[config.mk]
export PLATFORM = sky130hd
export DESIGN_NAME = afm_ctrl
export DESIGN_NICKNAME = d
export VERILOG_FILES = /design/src/rtl/afm_pkg.sv /design/src/rtl/afm_sat_cnt.sv /design/src/rtl/afm_pkt_dec.sv /design/src/rtl/afm_ctrl.sv
export SDC_FILE = /design/constraint.sdc
export NUM_CORES = 1
export LEC_CHECK = 0
export ABC_AREA = 1
export BUFFER_PORTS_ARGS = -buffer_cell sky130_fd_sc_hd__buf_2
export CAP_MARGIN = 40
export CORE_MARGIN = 8
export CORE_UTILIZATION = 45
export CTS_CLUSTER_SIZE = 12
export DETAILED_ROUTE_END_ITERATION = 12
export PLACE_DENSITY = 0.69
export SLEW_MARGIN = 30
export SYNTH_ARGS = -nofsm -noshare
export SYNTH_HDL_FRONTEND = slang
export SYNTH_SLANG_ARGS = --single-unit
[constraint.sdc]
create_clock -name clk -period 2.9 [get_ports clk]
set_input_delay 0.145 -clock clk [delete_from_list [all_inputs] [get_ports clk]]
set_output_delay 0.145 -clock clk [all_outputs]
set_load 0.05 [all_outputs]
[src/rtl/afm_pkg.sv]
package afm_pkg;
   localparam int PKT_W     = 32;
   localparam int ID_LSB    = 24;
   localparam int DAF_BIT   = 23;
   localparam int FAF_BIT   = 22;
   localparam int RSV_MSB   = 21;
   localparam int RSV_LSB   = 16;
   localparam int DTA_W     = 16;

   typedef struct packed {
      logic             hit;
      logic             dec_all;
      logic             force_val;
      logic [DTA_W-1:0] dta;
   } afm_cmd_t;
endpackage

[src/rtl/afm_sat_cnt.sv]
module afm_sat_cnt #(
   parameter int W = 7
) (
   input  logic clk,
   input  logic rst_n,
   input  logic clr,
   input  logic inc,
   input  logic dec,
   output logic nz
);
   localparam logic [W-1:0] TOP = '1;

   logic [W-1:0] q;

   always_ff @(posedge clk or negedge rst_n) begin
      if (!rst_n)                          q <= '0;
      else if (clr)                        q <= '0;
      else if (inc && !dec && q != TOP)    q <= q + 1'b1;
      else if (dec && !inc && q != '0)     q <= q - 1'b1;
   end

   assign nz = |q;
endmodule

[src/rtl/afm_pkt_dec.sv]
module afm_pkt_dec
   import afm_pkg::*;
#(
   parameter logic [7:0] PKT_ID = 8'd3
) (
   input  logic             pkt_valid,
   input  logic [PKT_W-1:0] pkt_data,
   output afm_cmd_t         cmd
);
   logic hit;
   logic unused_rsv;

   assign hit            = pkt_valid && (pkt_data[PKT_W-1:ID_LSB] == PKT_ID);
   assign cmd.hit        = hit;
   assign cmd.dec_all    = hit & pkt_data[DAF_BIT];
   assign cmd.force_val  = pkt_data[FAF_BIT];
   assign cmd.dta        = hit ? pkt_data[DTA_W-1:0] : '0;
   assign unused_rsv     = ^pkt_data[RSV_MSB:RSV_LSB];
endmodule

[src/rtl/afm_ctrl.sv]
module afm_ctrl
   import afm_pkg::*;
#(
   parameter int         CNT_W  = 7,
   parameter int         N_TA   = 16,
   parameter logic [7:0] PKT_ID = 8'd3
) (
   input  logic              clk,
   input  logic              rst_n,
   input  logic              dec_en,
   input  logic              vec_evt,
   input  logic [N_TA-1:0]   ta_inc,
   input  logic              pkt_valid,
   input  logic [PKT_W-1:0]  pkt_data,
   output logic              afm_flag,
   output logic [N_TA-1:0]   ta_en
);
   if (CNT_W < 1 || CNT_W > 16) begin : g_bad_w
      $error("afm_ctrl: CNT_W out of range");
   end
   if (N_TA < 1 || N_TA > DTA_W) begin : g_bad_n
      $error("afm_ctrl: N_TA out of range");
   end

   afm_cmd_t cmd;
   logic     all_nz;
   logic     force_q;

   afm_pkt_dec #(.PKT_ID(PKT_ID)) i_dec (
      .pkt_valid (pkt_valid),
      .pkt_data  (pkt_data),
      .cmd       (cmd)
   );

   afm_sat_cnt #(.W(CNT_W)) i_all (
      .clk   (clk),
      .rst_n (rst_n),
      .clr   (!dec_en),
      .inc   (vec_evt),
      .dec   (cmd.dec_all),
      .nz    (all_nz)
   );

   for (genvar k = 0; k < N_TA; k++) begin : g_ta
      afm_sat_cnt #(.W(CNT_W)) i_ta (
         .clk   (clk),
         .rst_n (rst_n),
         .clr   (!dec_en),
         .inc   (ta_inc[k]),
         .dec   (cmd.dta[k]),
         .nz    (ta_en[k])
      );
   end

   if (N_TA < DTA_W) begin : g_spare
      logic unused_dta;
      assign unused_dta = ^cmd.dta[DTA_W-1:N_TA];
   end

   always_ff @(posedge clk or negedge rst_n) begin
      if (!rst_n)       force_q <= 1'b0;
      else if (cmd.hit) force_q <= cmd.force_val;
   end

   assign afm_flag = force_q | all_nz | (|ta_en);
endmodule

# Yosys cells after proc, flatten, opt, wreduce, memory -nomap -nowiden

Cells that the tools add are included.

Shift operators: 0
Magnitude comparators: 0
Add/subtract/negate cells: 34
$mul: 0
Divide/modulo/power cells: 0
Multiplexer cells: 52
Equality and inequality tests: 35
Reductions and logical operators: 138
Bitwise logic cells: 3

Operators with widths:

| cell                                                                    | number |
|---|---|
| 7-bit 2-to-1 mux                                                        | 51 |
| 7-bit by 1-bit adder with 7-bit output, second input constant           | 17 |
| 7-bit inequality test, second input constant                            | 17 |
| 7-bit nonzero test                                                      | 17 |
| 7-bit OR reduction                                                      | 17 |
| 7-bit by 1-bit subtractor with 7-bit output, second input constant      | 17 |
| 112-bit OR reduction                                                    | 1 |
| 1-bit logical AND                                                       | 69 |
| 3-bit by 1-bit inequality test with 1-bit output, second input constant | 17 |
| 1-bit logical NOT                                                       | 34 |
| 16-bit 2-to-1 mux                                                       | 1 |
| 8-bit by 2-bit == test with 1-bit output, second input constant         | 1 |
| 1-bit OR                                                                | 2 |
| 1-bit AND                                                               | 1 |

Latch bits: 0
Memory bits (read-only): 0
Memories kept: 0
RAM bits: 0
Register bits after elaboration: 120
Output and inout port bits: 17
Bits of input ports: 53

# Logic depth before layout (Yosys ltp)

Gate-level depths: netlist of run 1.

Word-level depth: 8
Mapped depth: 15

# Hierarchy

From an unflattened synthesis of run 1, not the netlist that was laid out.

Cells, all modules: 1719
Area, all modules: 11860.1 um^2

Modules (own cells, without submodules):

| module                          | times used | area each (um^2) | cells an instance |
|---|---|---|---|
| afm_sat_cnt (g_ta[0].i_ta ...)  | 13         | 679.4            | 98 |
| afm_sat_cnt (g_ta[11].i_ta ...) | 4          | 655.6            | 95 |
| afm_pkt_dec                     | 1          | 299.0            | 46 |
| afm_ctrl                        | 1          | 106.4            | 19 |

# Worst setup path before layout of run 1

Ideal clock, no wire load.

Path type: register to register
From: reg g_ta[6].i_ta.q[6]
To: reg g_ta[6].i_ta.q[6]
Arrival time: 2056 ps
Slack: 727 ps
Stages on the path, launching flop included: 13
Buffers on the path: 0
Cells stage by stage: dfrtp_1 -> inv_1 -> nor2_1 -> a21boi_0 -> nand2_2 -> ha_1 -> inv_1 -> nor3_1 -> nand2_1 -> o211ai_1 -> nand3_1 -> nand3_1 -> nand2_1

Cells in the longest elaborated chain, start to end: 4
Elaborated cells on any way between the ends: 10

RTL lines:

| what                                                                                        | line                                 | source |
|---|---|---|
| start, declared                                                                             | afm_sat_cnt.sv:13                    | `logic [W-1:0] q;` |
| start signal, assigned                                                                      | afm_sat_cnt.sv:18                    | `else if (inc && !dec && q != TOP) q <= q + 1'b1;` |
| start signal, assigned                                                                      | afm_sat_cnt.sv:19                    | `else if (dec && !inc && q != '0) q <= q - 1'b1;` |
| 7-bit by 1-bit subtractor with 7-bit output / 7-bit inequality test (equally long branches) | afm_sat_cnt.sv:19, afm_sat_cnt.sv:18 |  |
| 7-bit 2-to-1 mux / 1-bit logical AND (equally long branches)                                | afm_sat_cnt.sv:19, afm_sat_cnt.sv:18 |  |
| 7-bit 2-to-1 mux                                                                            | afm_sat_cnt.sv:18                    |  |
| 7-bit 2-to-1 mux                                                                            | afm_sat_cnt.sv:17                    | `else if (clr) q <= '0;` |

Parallel ways exist; a longest one is shown, timed or not. The select of a mux whose other input is x is not followed.
A chain may end at the register's enable or synchronous reset.

# Worst setup path after layout of run 1

From: reg g_ta[14].i_ta.q[6]
To: reg g_ta[14].i_ta.q[6]

Cells in the longest elaborated chain, start to end: 4
Elaborated cells on any way between the ends: 10

RTL lines:

| what                                                                                        | line |
|---|---|
| start, declared                                                                             | afm_sat_cnt.sv:13 |
| start signal, assigned                                                                      | afm_sat_cnt.sv:18 |
| start signal, assigned                                                                      | afm_sat_cnt.sv:19 |
| 7-bit by 1-bit subtractor with 7-bit output / 7-bit inequality test (equally long branches) | afm_sat_cnt.sv:19, afm_sat_cnt.sv:18 |
| 7-bit 2-to-1 mux / 1-bit logical AND (equally long branches)                                | afm_sat_cnt.sv:19, afm_sat_cnt.sv:18 |
| 7-bit 2-to-1 mux                                                                            | afm_sat_cnt.sv:18 |
| 7-bit 2-to-1 mux                                                                            | afm_sat_cnt.sv:17 |

Parallel ways exist; a longest one is shown, timed or not. The select of a mux whose other input is x is not followed.

==> flow_metrics.env, run 1 <==
export IMPL_status="finished clean"
export IMPL_syn_avg_cell_area_um2=7.11
export IMPL_drt_iter0_markers=648
export IMPL_antenna_found_initial=0
export IMPL_drive_gt1_share_pct=10.5
export IMPL_final_util_pct=50.8
export IMPL_synth_distinct_cells=36
export IMPL_cts_clk_slew_worst_paths_ns=0.05
export IMPL_switching_share_pct=42.5
export IMPL_wirelength_mm=27.3
export IMPL_post_place_ws_ns=0.229
export IMPL_insertion_delay_ns=0.41
export IMPL_ir_worst_vdd_mv=0.412
export IMPL_synth_ff_type="dfrtp_1"
export IMPL_hold_viol_final=0
export IMPL_p_clk_share_pct=24.8
export IMPL_worst_slew_pin_slew_ns=0.673
export IMPL_synth_area_leader_cell="dfrtp_1"
export IMPL_rows=57
export IMPL_ant_nets=0
export IMPL_critPathKind="reg2reg"
export IMPL_slew_headroom_pct=55.1
export IMPL_ctsHoldBuffers=2
export IMPL_numCtsBuffers=17
export IMPL_rsz0062_at_grt="no"
export IMPL_cts_tree="yes"
export IMPL_fin_crit_ns=2.54
export IMPL_cts_root_buf="clkbuf_16"
export IMPL_clock_sinks=120
export IMPL_post_cts_resized=0
export IMPL_p_sw_mw=3.84
export IMPL_async_flop_share_pct=100
export IMPL_syn_inst=1546
export IMPL_fin_crit_sh_pct=87.6
export IMPL_clk_path_buf_depth=2
export IMPL_cp_data_arrival_time_ns=2.84
export IMPL_netlist_area_leader_share_pct=27.3
export IMPL_min_path_type="in2reg"
export IMPL_gr_usage_all_layers_pct=18.9
export IMPL_ys_seq_elements=120
export IMPL_place_gp_congestion=0.923
export IMPL_end_kind="flop"
export IMPL_multi_input_area_um2=7000
export IMPL_fill_cells=2333
export IMPL_syn_num_nets=1718
export IMPL_cp_start_kind="flop"
export IMPL_pwr_share_comb_pct=46.2
export IMPL_worstSetupEndpoint="g_ta[14].i_ta.q[6]$_DFFE_PN0P_"
export IMPL_grt_pass1_vias=9660
export IMPL_finClkSkew_ns=0.0101
export IMPL_crit_start="g_ta[14].i_ta.q[6]$_DFFE_PN0P_"
export IMPL_overflow=0
export IMPL_portBuffers=63
export IMPL_synth_area_um2=11000
export IMPL_nets=1786
export IMPL_wire_per_inst_um=14.0
export IMPL_grt_max_degree=70
export IMPL_die_w_um=172
export IMPL_htreeDepth=4
export IMPL_post_cts_buffers=0
export IMPL_cap_violations=0
export IMPL_r2r_end="g_ta[14].i_ta.q[6]$_DFFE_PN0P_"
export IMPL_setup_violations_final=0
export IMPL_die_area_um2=29700
export IMPL_num_antenna_cells=0
export IMPL_p_int_mw=5.19
export IMPL_worst_hold_slack_ns=0.169
export IMPL_die_h_um=172
export IMPL_synth_edf_count=0
export IMPL_place_hpwl_mm=20.5
export IMPL_drc=0
export IMPL_crit_path_max_fanout=11
export IMPL_cellLeakagePower_nw=6.04
export IMPL_tns_ns=0
export IMPL_grt_pass1_wl_mm=45.7
export IMPL_r2r_start="g_ta[14].i_ta.q[6]$_DFFE_PN0P_"
export IMPL_crit_required_ns=3.20
export IMPL_fmax_mhz=394
export IMPL_hold_depth=5
export IMPL_power_share_sequential_pct=29.0
export IMPL_synth_area_top_cells="dfrtp_1 (27%), nand2_1 (12%), ha_1 (12%)"
export IMPL_dr_pass1_iters=5
export IMPL_viasPerCell=5.25
export IMPL_syn2layout_area_growth_pct=11.7
export IMPL_final_seq_area_um2=3000
export IMPL_coreArea_um2=24200
export IMPL_initial_core_util_pct=45.4
export IMPL_power_density_nw_per_um2=735
export IMPL_slew_violations=0
export IMPL_finalWorstSetupSlack_ns=0.359
export IMPL_reg2reg_depth=12
export IMPL_ys_warn_count=0
export IMPL_rrSetupSlack_ns=0.36
export IMPL_io_pins=70
export IMPL_ys_seq_area_share_pct=27.3
export IMPL_vias=10239
[layout by cell type, fill, tap and decap left out, drive strengths merged, types with 28 or more instances in the layout]
| master | instances |
|---|---|
| xnor2 | 33 |
| nor2 | 118 |
| xor2 | 28 |
| nand2 | 377 |
| nor3 | 31 |
| buf | 73 |
| o21ai | 117 |
| a21oi | 85 |
| ha | 102 |
| nand3 | 166 |
| dfrtp | 120 |
| inv | 215 |
[Yosys cell counts, drive strengths merged, types with 17 or more instances]
cell type / count
o21ai: 117
nand3: 166
ha: 102
o31ai: 17
nor3: 31
xor2: 28
nand2: 377
inv: 215
xnor2: 33
o211ai: 17
nor2: 118
a21oi: 85
nand4: 24
buf: 23
dfrtp: 120
fa: 17
a21boi: 17
[stage by stage]
step                instances  area (um2)  power, mW
finish                   1951       12300       9.02
global route             1951       12300       9.79
CTS                      1951       12300       9.07
detailed placement       1917       11600       6.76
global placement         1917       11600       6.68
floorplan                1546       11000       5.96
[per-layer routing]
layer  up-vias  GRT usage, %  wire length [um]
met5         -             0                 0
met4         0          4.54               317
met3        20          3.17              1010
met2       187          32.3             13100
met1      4760          24.4             12900
li1       5272             -                 -
[worst min-delay path by stage]
stage	from	to	slack, ns
after floorplan	rst_n	force_q$_DFFE_PN0N_	-0.15
after global placement	rst_n	g_ta[7].i_ta.q[3]$_DFFE_PN0P_	0.21
after detailed placement	rst_n	g_ta[7].i_ta.q[2]$_DFFE_PN0P_	0.21
after CTS	pkt_data[9]	g_ta[9].i_ta.q[0]$_DFFE_PN0P_	0.15
after global routing	ta_inc[5]	g_ta[5].i_ta.q[6]$_DFFE_PN0P_	0.19
final	ta_inc[5]	g_ta[5].i_ta.q[6]$_DFFE_PN0P_	0.17
[cell type report]
type / instances / area share, %
clock buffer: 25 / 4.20
tap: 324 / 3.30
clock inverter: 7 / 0.918
multi-input combinational: 1185 / 57.0
timing repair buffer: 75 / 3.50
sequential: 120 / 24.5
inverter: 215 / 6.58
[worst max-delay path, stage by stage (launching register included)]
cell and delay (ns):
dfrtp_1 0.44, inv_1 0.13, nor2_1 0.06, a21boi_0 0.35, nand2_2 0.27, ha_1 0.42, inv_1 0.08, nor3_1 0.27
nand2_1 0.08, o211ai_1 0.10, nand3_1 0.10, nand3_1 0.09, nand2_1 0.05
[power by group through the flow]
stage          Combinational (mW)  Clock (mW)  Sequential, mW
2_1_floorplan                3.48           0            2.48
6_report                     4.17        2.24            2.62
3_3_place_gp                 4.06           0            2.62
3_5_place_dp                 4.14           0            2.62
4_1_cts                      4.17        2.29            2.60
5_1_grt                      4.77        2.35            2.67
[sequential cells by signal, summed over array words and instances (netlist names)]
register / cells
g_ta.i_ta.q: 112
force_q: 1
i_all.q: 7
[cell families (layout without fill, tap and decap cells)]
kind of cell	Yosys count	count (layout)	share of synthesized area (%)
adder cells (fa/ha/maj)	119	119	14.7
flip-flops	120	120	27.3
AND/OR/NAND/NOR	720	720	29.3
buffers and inverters	241	322	8.97
XOR/XNOR	61	61	4.86
AO/OA/AOI/OAI	285	285	14.8
(Power assumes the default switching activity.)
==> inputs of run 2 (changes only) <==
--- a/config.mk
+++ b/config.mk
@@ -10,9 +10,12 @@
 export CAP_MARGIN = 40
 export CORE_MARGIN = 8
 export CORE_UTILIZATION = 45
+export CTS_BUF_LIST = sky130_fd_sc_hd__clkbuf_16
 export CTS_CLUSTER_SIZE = 12
 export DETAILED_ROUTE_END_ITERATION = 12
+export GPL_ROUTABILITY_DRIVEN = 0
 export PLACE_DENSITY = 0.69
+export REMOVE_ABC_BUFFERS = 1
 export SLEW_MARGIN = 30
 export SYNTH_ARGS = -nofsm -noshare
 export SYNTH_HDL_FRONTEND = slang
==> run 2 against run 1 <==
  * Largest cell class unchanged
  * First-iteration DRC count is 17% higher
  * Fmax up 0.41%
  * Register-to-register slack barely moved
  * Core utilization shrank 0.25 points
==> flow_metrics.env, run 2 (same netlist as run 1, synthesis figures left out) <==
export IMPL_die_h_um=172
export IMPL_htreeDepth=4
export IMPL_rows=57
export IMPL_layout_commonest_cell="nand2_1"
export IMPL_setup_violations_final=0
export IMPL_final_seq_area_um2=3000
export IMPL_post_cts_resized=0
export IMPL_die_area_um2=29700
export IMPL_hold_viol_final=0
export IMPL_dr_pass1_iters=5
export IMPL_crit_path_max_fanout=11
export IMPL_clk_path_buf_depth=2
export IMPL_critical_path_cell_chain="inv_1, nor2_1, a21boi_0, nand2_2, ha_1, inv_1, nor3_1, nand2_1, o211ai_1, nand3_1, nand3_1, nand2_1"
export IMPL_ir_worst_vdd_mv=0.375
export IMPL_top_regs="g_ta.i_ta.q (112), i_all.q (7), force_q (1)"
export IMPL_slew_violations=0
export IMPL_status="finished clean"
export IMPL_portBuffers=63
export IMPL_multi_input_area_um2=7000
export IMPL_cp_data_arrival_time_ns=2.85
export IMPL_cp_slowest_cell="ha_1"
export IMPL_cellLeakagePower_nw=5.99
export IMPL_num_antenna_cells=0
export IMPL_cts_clk_slew_worst_paths_ns=0.06
export IMPL_cap_violations=0
export IMPL_pwr_share_comb_pct=47.6
export IMPL_fin_crit_sh_pct=87.3
export IMPL_ant_nets=0
export IMPL_wire_per_inst_um=14.1
export IMPL_p_clk_share_pct=22.9
export IMPL_regMostFlops="g_ta.i_ta.q"
export IMPL_critPathKind="reg2reg"
export IMPL_nets=1786
export IMPL_cts_root_buf="clkbuf_16"
export IMPL_p_sw_mw=3.94
export IMPL_overflow=0
export IMPL_drc=0
export IMPL_crit_required_ns=3.22
export IMPL_dp_cells=1917
export IMPL_vias=10340
export IMPL_slew_headroom_pct=55.9
export IMPL_power_density_nw_per_um2=722
export IMPL_grt_max_degree=66
export IMPL_drive_gt1_share_pct=10.5
export IMPL_switching_share_pct=44.7
export IMPL_p_int_mw=4.88
export IMPL_fill_cells=2363
export IMPL_end_kind="flop"
export IMPL_postPlaceCellArea_um2=11600
export IMPL_final_cell_mix="nand2_1 (358), inv_1 (198), nand3_1 (144), dfrtp_1 (120), nor2_1 (113)"
export IMPL_place_hpwl_mm=20.7
export IMPL_cts_tree="yes"
export IMPL_fmax_mhz=395
export IMPL_die_w_um=172
export IMPL_largest_register_ffs=112
export IMPL_tns_ns=0
export IMPL_viasPerCell=5.30
export IMPL_insertion_delay_ns=0.43
export IMPL_rsz0062_at_grt="no"
export IMPL_grt_pass1_vias=9865
export IMPL_numCtsBuffers=17
export IMPL_min_path_type="in2reg"
export IMPL_worst_slew_pin_slew_ns=0.661
export IMPL_stdcell_count=1951
export IMPL_antenna_found_initial=0
export IMPL_grt_pass1_wl_mm=46.9
export IMPL_cp_slowest_stage_delay_ns=0.41
export IMPL_coreArea_um2=24200
export IMPL_final_area_um2=12200
export IMPL_io_pins=70
export IMPL_cp_start_kind="flop"
export IMPL_finClkSkew_ns=0.00893
export IMPL_syn2layout_area_growth_pct=11.1
export IMPL_power_share_sequential_pct=29.6
export IMPL_clock_sinks=120
export IMPL_drt_iter0_markers=760
export IMPL_initial_core_util_pct=45.4
export IMPL_gr_usage_all_layers_pct=19.5
export IMPL_wirelength_mm=27.6
export IMPL_fin_crit_ns=2.53
-- run 2: changes by cell type in the layout (fill, tap and decap cells not counted) --
cell        previous run  this run
bufinv_16              3         1
buf_4                  9         8
clkbuf_1               2         0
clkinv_4               0         1
clkbuf_8               6         0
inv_2                 18        17
inv_1                197       198
clkinv_1               0         1
inv_6                  0         2
clkinv_2               3         2
clkinvlp_4             1         8
buf_12                 1         2
-- run 2: worst max-delay path, delay by kind of cell, from the launching register on --
family                     cells  cell delay [ns]
buffers and inverters          2             0.24
AOI/OAI and AO/OA              2             0.46
and+or+nand+nor                7             0.88
DFF                            1             0.40
adders and majority gates      1             0.41
-- run 2: per-layer routing --
metal  share of wire [%]  GRT usage, %
met1                  45          25.3
met2                  47          32.4
met3                 6.5          4.43
met4                 1.3          4.91
met5                   0             0
-- run 2: power by group through the flow --
stage,combinational (mW),clock [mW],sequential [mW]
2_1_floorplan,3.35,0,2.48
3_3_place_gp,4.07,0,2.61
3_5_place_dp,4.16,0,2.62
4_1_cts,4.19,2.06,2.60
5_1_grt,4.79,2.14,2.68
6_report,4.20,2.02,2.61
-- run 2: cell type report --
| class | instances | share of cell area, % |
|---|---|---|
| Tap cell | 324 | 3.32 |
| Multi-Input combinational cell | 1185 | 57.3 |
| Sequential cell | 120 | 24.6 |
| Clock buffer | 17 | 3.48 |
| Inverter | 215 | 6.61 |
| Timing Repair Buffer | 75 | 3.62 |
| Clock inverter | 15 | 1.07 |
-- run 2: repair_timing --
item	in CTS	in global routing
buffers inserted	0	0
hold buffers	2	0
hold endpoints to repair	63	0
-- run 2: through the flow --
stage | worst slack (ns) | utilization, % | total power, mW | hold WS [ns]
2_1_floorplan | 0.460 | - | 5.82 | -0.151
3_3_place_gp | 0.435 | 48.1 | 6.69 | 0.189
3_5_place_dp | 0.391 | 48.1 | 6.78 | 0.191
4_1_cts | 0.374 | 50.5 | 8.86 | 0.141
5_1_grt | 0.0855 | 50.5 | 9.62 | 0.159
6_report | 0.369 | 50.5 | 8.82 | 0.152
-- run 2: final timing paths --
kind / from / to / slack (ns) / depth (start not counted)
worst max-delay path: g_ta[6].i_ta.q[6]$_DFFE_PN0P_ / g_ta[6].i_ta.q[6]$_DFFE_PN0P_ / 0.37 / 12
worst min-delay path: ta_inc[5] / g_ta[5].i_ta.q[6]$_DFFE_PN0P_ / 0.15 / 5
worst max register to register: g_ta[6].i_ta.q[6]$_DFFE_PN0P_ / g_ta[6].i_ta.q[6]$_DFFE_PN0P_ / 0.37 / 12
worst min register to register: g_ta[13].i_ta.q[5]$_DFFE_PN0P_ / g_ta[13].i_ta.q[5]$_DFFE_PN0P_ / 0.53 / 2
max in group asynchronous: rst_n / g_ta[14].i_ta.q[2]$_DFFE_PN0P_ / 1.77 / 3
min in group asynchronous: rst_n / g_ta[12].i_ta.q[5]$_DFFE_PN0P_ / 0.27 / 2
==> inputs of run 3 (changes only) <==
==> constraint.sdc (replaced) <==
create_clock -name clk -period 2.9 [get_ports clk]
set_input_delay 0.435 -clock clk [delete_from_list [all_inputs] [get_ports clk]]
set_output_delay 0.435 -clock clk [all_outputs]
set_load 0.05 [all_outputs]
==> run 3 against run 2 <==
  * Wire length rose by 0.32%
  * Count of clock-buffer cells in the layout did not move
  * Die area did not move
  * Via count rose by 0.95%
  * Clock skew barely moved
  * Critical path type is now reg2out
  * Combinational power barely moved
  * Largest cell class unchanged
  * Cell count barely moved
  * Highest routed layer unchanged
  * Non-clock buffer count rose by 2
  * Hold slack got worse by 0.14 ns
  * Core utilization barely moved
  * Largest power group unchanged
  * Worst setup slack got worse by 0.13 ns
==> flow_metrics.env, run 3 (same netlist as run 1, synthesis figures left out) <==
export IMPL_overflow=0
export IMPL_clock_sinks=120
export IMPL_io_pins=70
export IMPL_grt_max_degree=68
export IMPL_cellLeakagePower_nw=6.03
export IMPL_crit_start="g_ta[11].i_ta.q[0]$_DFFE_PN0P_"
export IMPL_gr_usage_all_layers_pct=19.5
export IMPL_final_cell_mix="nand2_1 (358), inv_1 (200), nand3_1 (144), dfrtp_1 (120), nor2_1 (113)"
export IMPL_place_hpwl_mm=20.7
export IMPL_final_area_um2=12200
export IMPL_largest_register_ffs=112
export IMPL_p_total_mw=8.83
export IMPL_nets=1788
export IMPL_setup_violations_final=0
export IMPL_drc=0
export IMPL_slew_violations=0
export IMPL_drive_gt1_share_pct=10.5
export IMPL_cts_clk_slew_worst_paths_ns=0.06
export IMPL_final_seq_area_um2=3000
export IMPL_cp_data_arrival_time_ns=2.23
export IMPL_post_place_ws_ns=0.194
export IMPL_stdcell_count=1952
export IMPL_top_regs="g_ta.i_ta.q (112), i_all.q (7), force_q (1)"
export IMPL_slew_headroom_pct=57.0
export IMPL_num_antenna_cells=0
export IMPL_grt_pass1_vias=9930
export IMPL_power_density_nw_per_um2=723
export IMPL_htreeDepth=4
export IMPL_tns_ns=0
export IMPL_fin_crit_ns=2.66
export IMPL_vias=10438
export IMPL_finalWorstSetupSlack_ns=0.238
export IMPL_cap_violations=0
export IMPL_fill_cells=2333
export IMPL_ant_nets=0
export IMPL_r2r_start="g_ta[6].i_ta.q[6]$_DFFE_PN0P_"
export IMPL_cts_root_buf="clkbuf_16"
export IMPL_worst_hold_slack_ns=0.00883
export IMPL_critPathKind="reg2out"
export IMPL_dr_pass1_iters=5
export IMPL_die_area_um2=29700
export IMPL_status="finished clean"
export IMPL_dp_cells=1921
export IMPL_multi_input_area_um2=7000
export IMPL_crit_path_max_fanout=4
export IMPL_syn2layout_area_growth_pct=11.2
export IMPL_wirelength_mm=27.7
export IMPL_postPlaceCellArea_um2=11700
export IMPL_coreArea_um2=24200
export IMPL_cts_tree="yes"
export IMPL_regMostFlops="g_ta.i_ta.q"
export IMPL_ir_worst_vdd_mv=0.462
export IMPL_initial_core_util_pct=45.4
export IMPL_portBuffers=63
export IMPL_final_util_pct=50.6
export IMPL_post_cts_resized=0
export IMPL_die_w_um=172
export IMPL_numCtsBuffers=17
export IMPL_die_h_um=172
export IMPL_rows=57
export IMPL_drt_iter0_markers=629
export IMPL_wire_per_inst_um=14.2
export IMPL_rsz0062_at_grt="no"
export IMPL_viasPerCell=5.35
export IMPL_fmax_mhz=376
export IMPL_clk_path_buf_depth=2
export IMPL_insertion_delay_ns=0.42
export IMPL_end_kind="primary output"
export IMPL_finClkSkew_ns=0.00919
export IMPL_crit_required_ns=2.47
export IMPL_ctsHoldBuffers=0
export IMPL_fin_crit_sh_pct=91.8
export IMPL_grt_pass1_wl_mm=46.8
export IMPL_hold_viol_final=0
export IMPL_post_cts_buffers=0
export IMPL_antenna_found_initial=0
export IMPL_cp_start_kind="flop"
export IMPL_worst_slew_pin_slew_ns=0.644
export IMPL_layout_commonest_cell="nand2_1"
export IMPL_min_path_type="in2async"
## run 3: changes by cell type in the layout (fill, tap and decap cells not counted)
cell | before | now
buf_12 | 2 | 3
buf_4 | 8 | 11
bufinv_16 | 1 | 2
clkinv_1 | 1 | 2
clkinv_2 | 2 | 7
clkinv_4 | 1 | 0
clkinvlp_4 | 8 | 1
dlygate4sd3_1 | 2 | 0
inv_1 | 198 | 200
inv_6 | 2 | 0
## run 3: final cells by class
| class | instances | share of cell area, % |
|---|---|---|
| timing repair buffer | 77 | 3.80 |
| clock inverter | 14 | 0.962 |
| sequential | 120 | 24.6 |
| tap | 324 | 3.32 |
| clock buffer | 17 | 3.48 |
| multi-input combinational | 1185 | 57.3 |
| inverter | 215 | 6.60 |
## run 3: worst max-delay path, cell delays in order, from the launching register on
cell	delay (ns)
dfrtp_1	0.43
inv_1	0.16
nand2_1	0.08
nor2_1	0.24
nand2_1	0.16
nor3_1	0.27
nand2_1	0.09
nor2_1	0.09
nand2_1	0.07
buf_2	0.22
## run 3: per-layer routing
metal / track usage [%] / vias up / wire [um]
li1: - / 5272 / -
met1: 25.0 / 4847 / 12400
met2: 32.5 / 274 / 13000
met3: 4.09 / 45 / 1740
met4: 5.85 / 0 / 541
met5: 0 / - / 0
## run 3: where the power goes
| group | switching [mW] | internal (mW) |
|---|---|---|
| Sequential | 0.513 | 2.09 |
| Combinational | 2.59 | 1.61 |
| Clock | 0.792 | 1.23 |
## run 3: final timing paths
path	end	slack, ns	cells past startpoint
min in group clk	force_q$_DFFE_PN0N_	0.23	3
min reg2reg	g_ta[2].i_ta.q[5]$_DFFE_PN0P_	0.53	2
max	afm_flag	0.24	9
max in group asynchronous	g_ta[9].i_ta.q[4]$_DFFE_PN0P_	2.18	2
min	g_ta[12].i_ta.q[4]$_DFFE_PN0P_	0.009	1
max reg2reg	g_ta[6].i_ta.q[6]$_DFFE_PN0P_	0.34	12
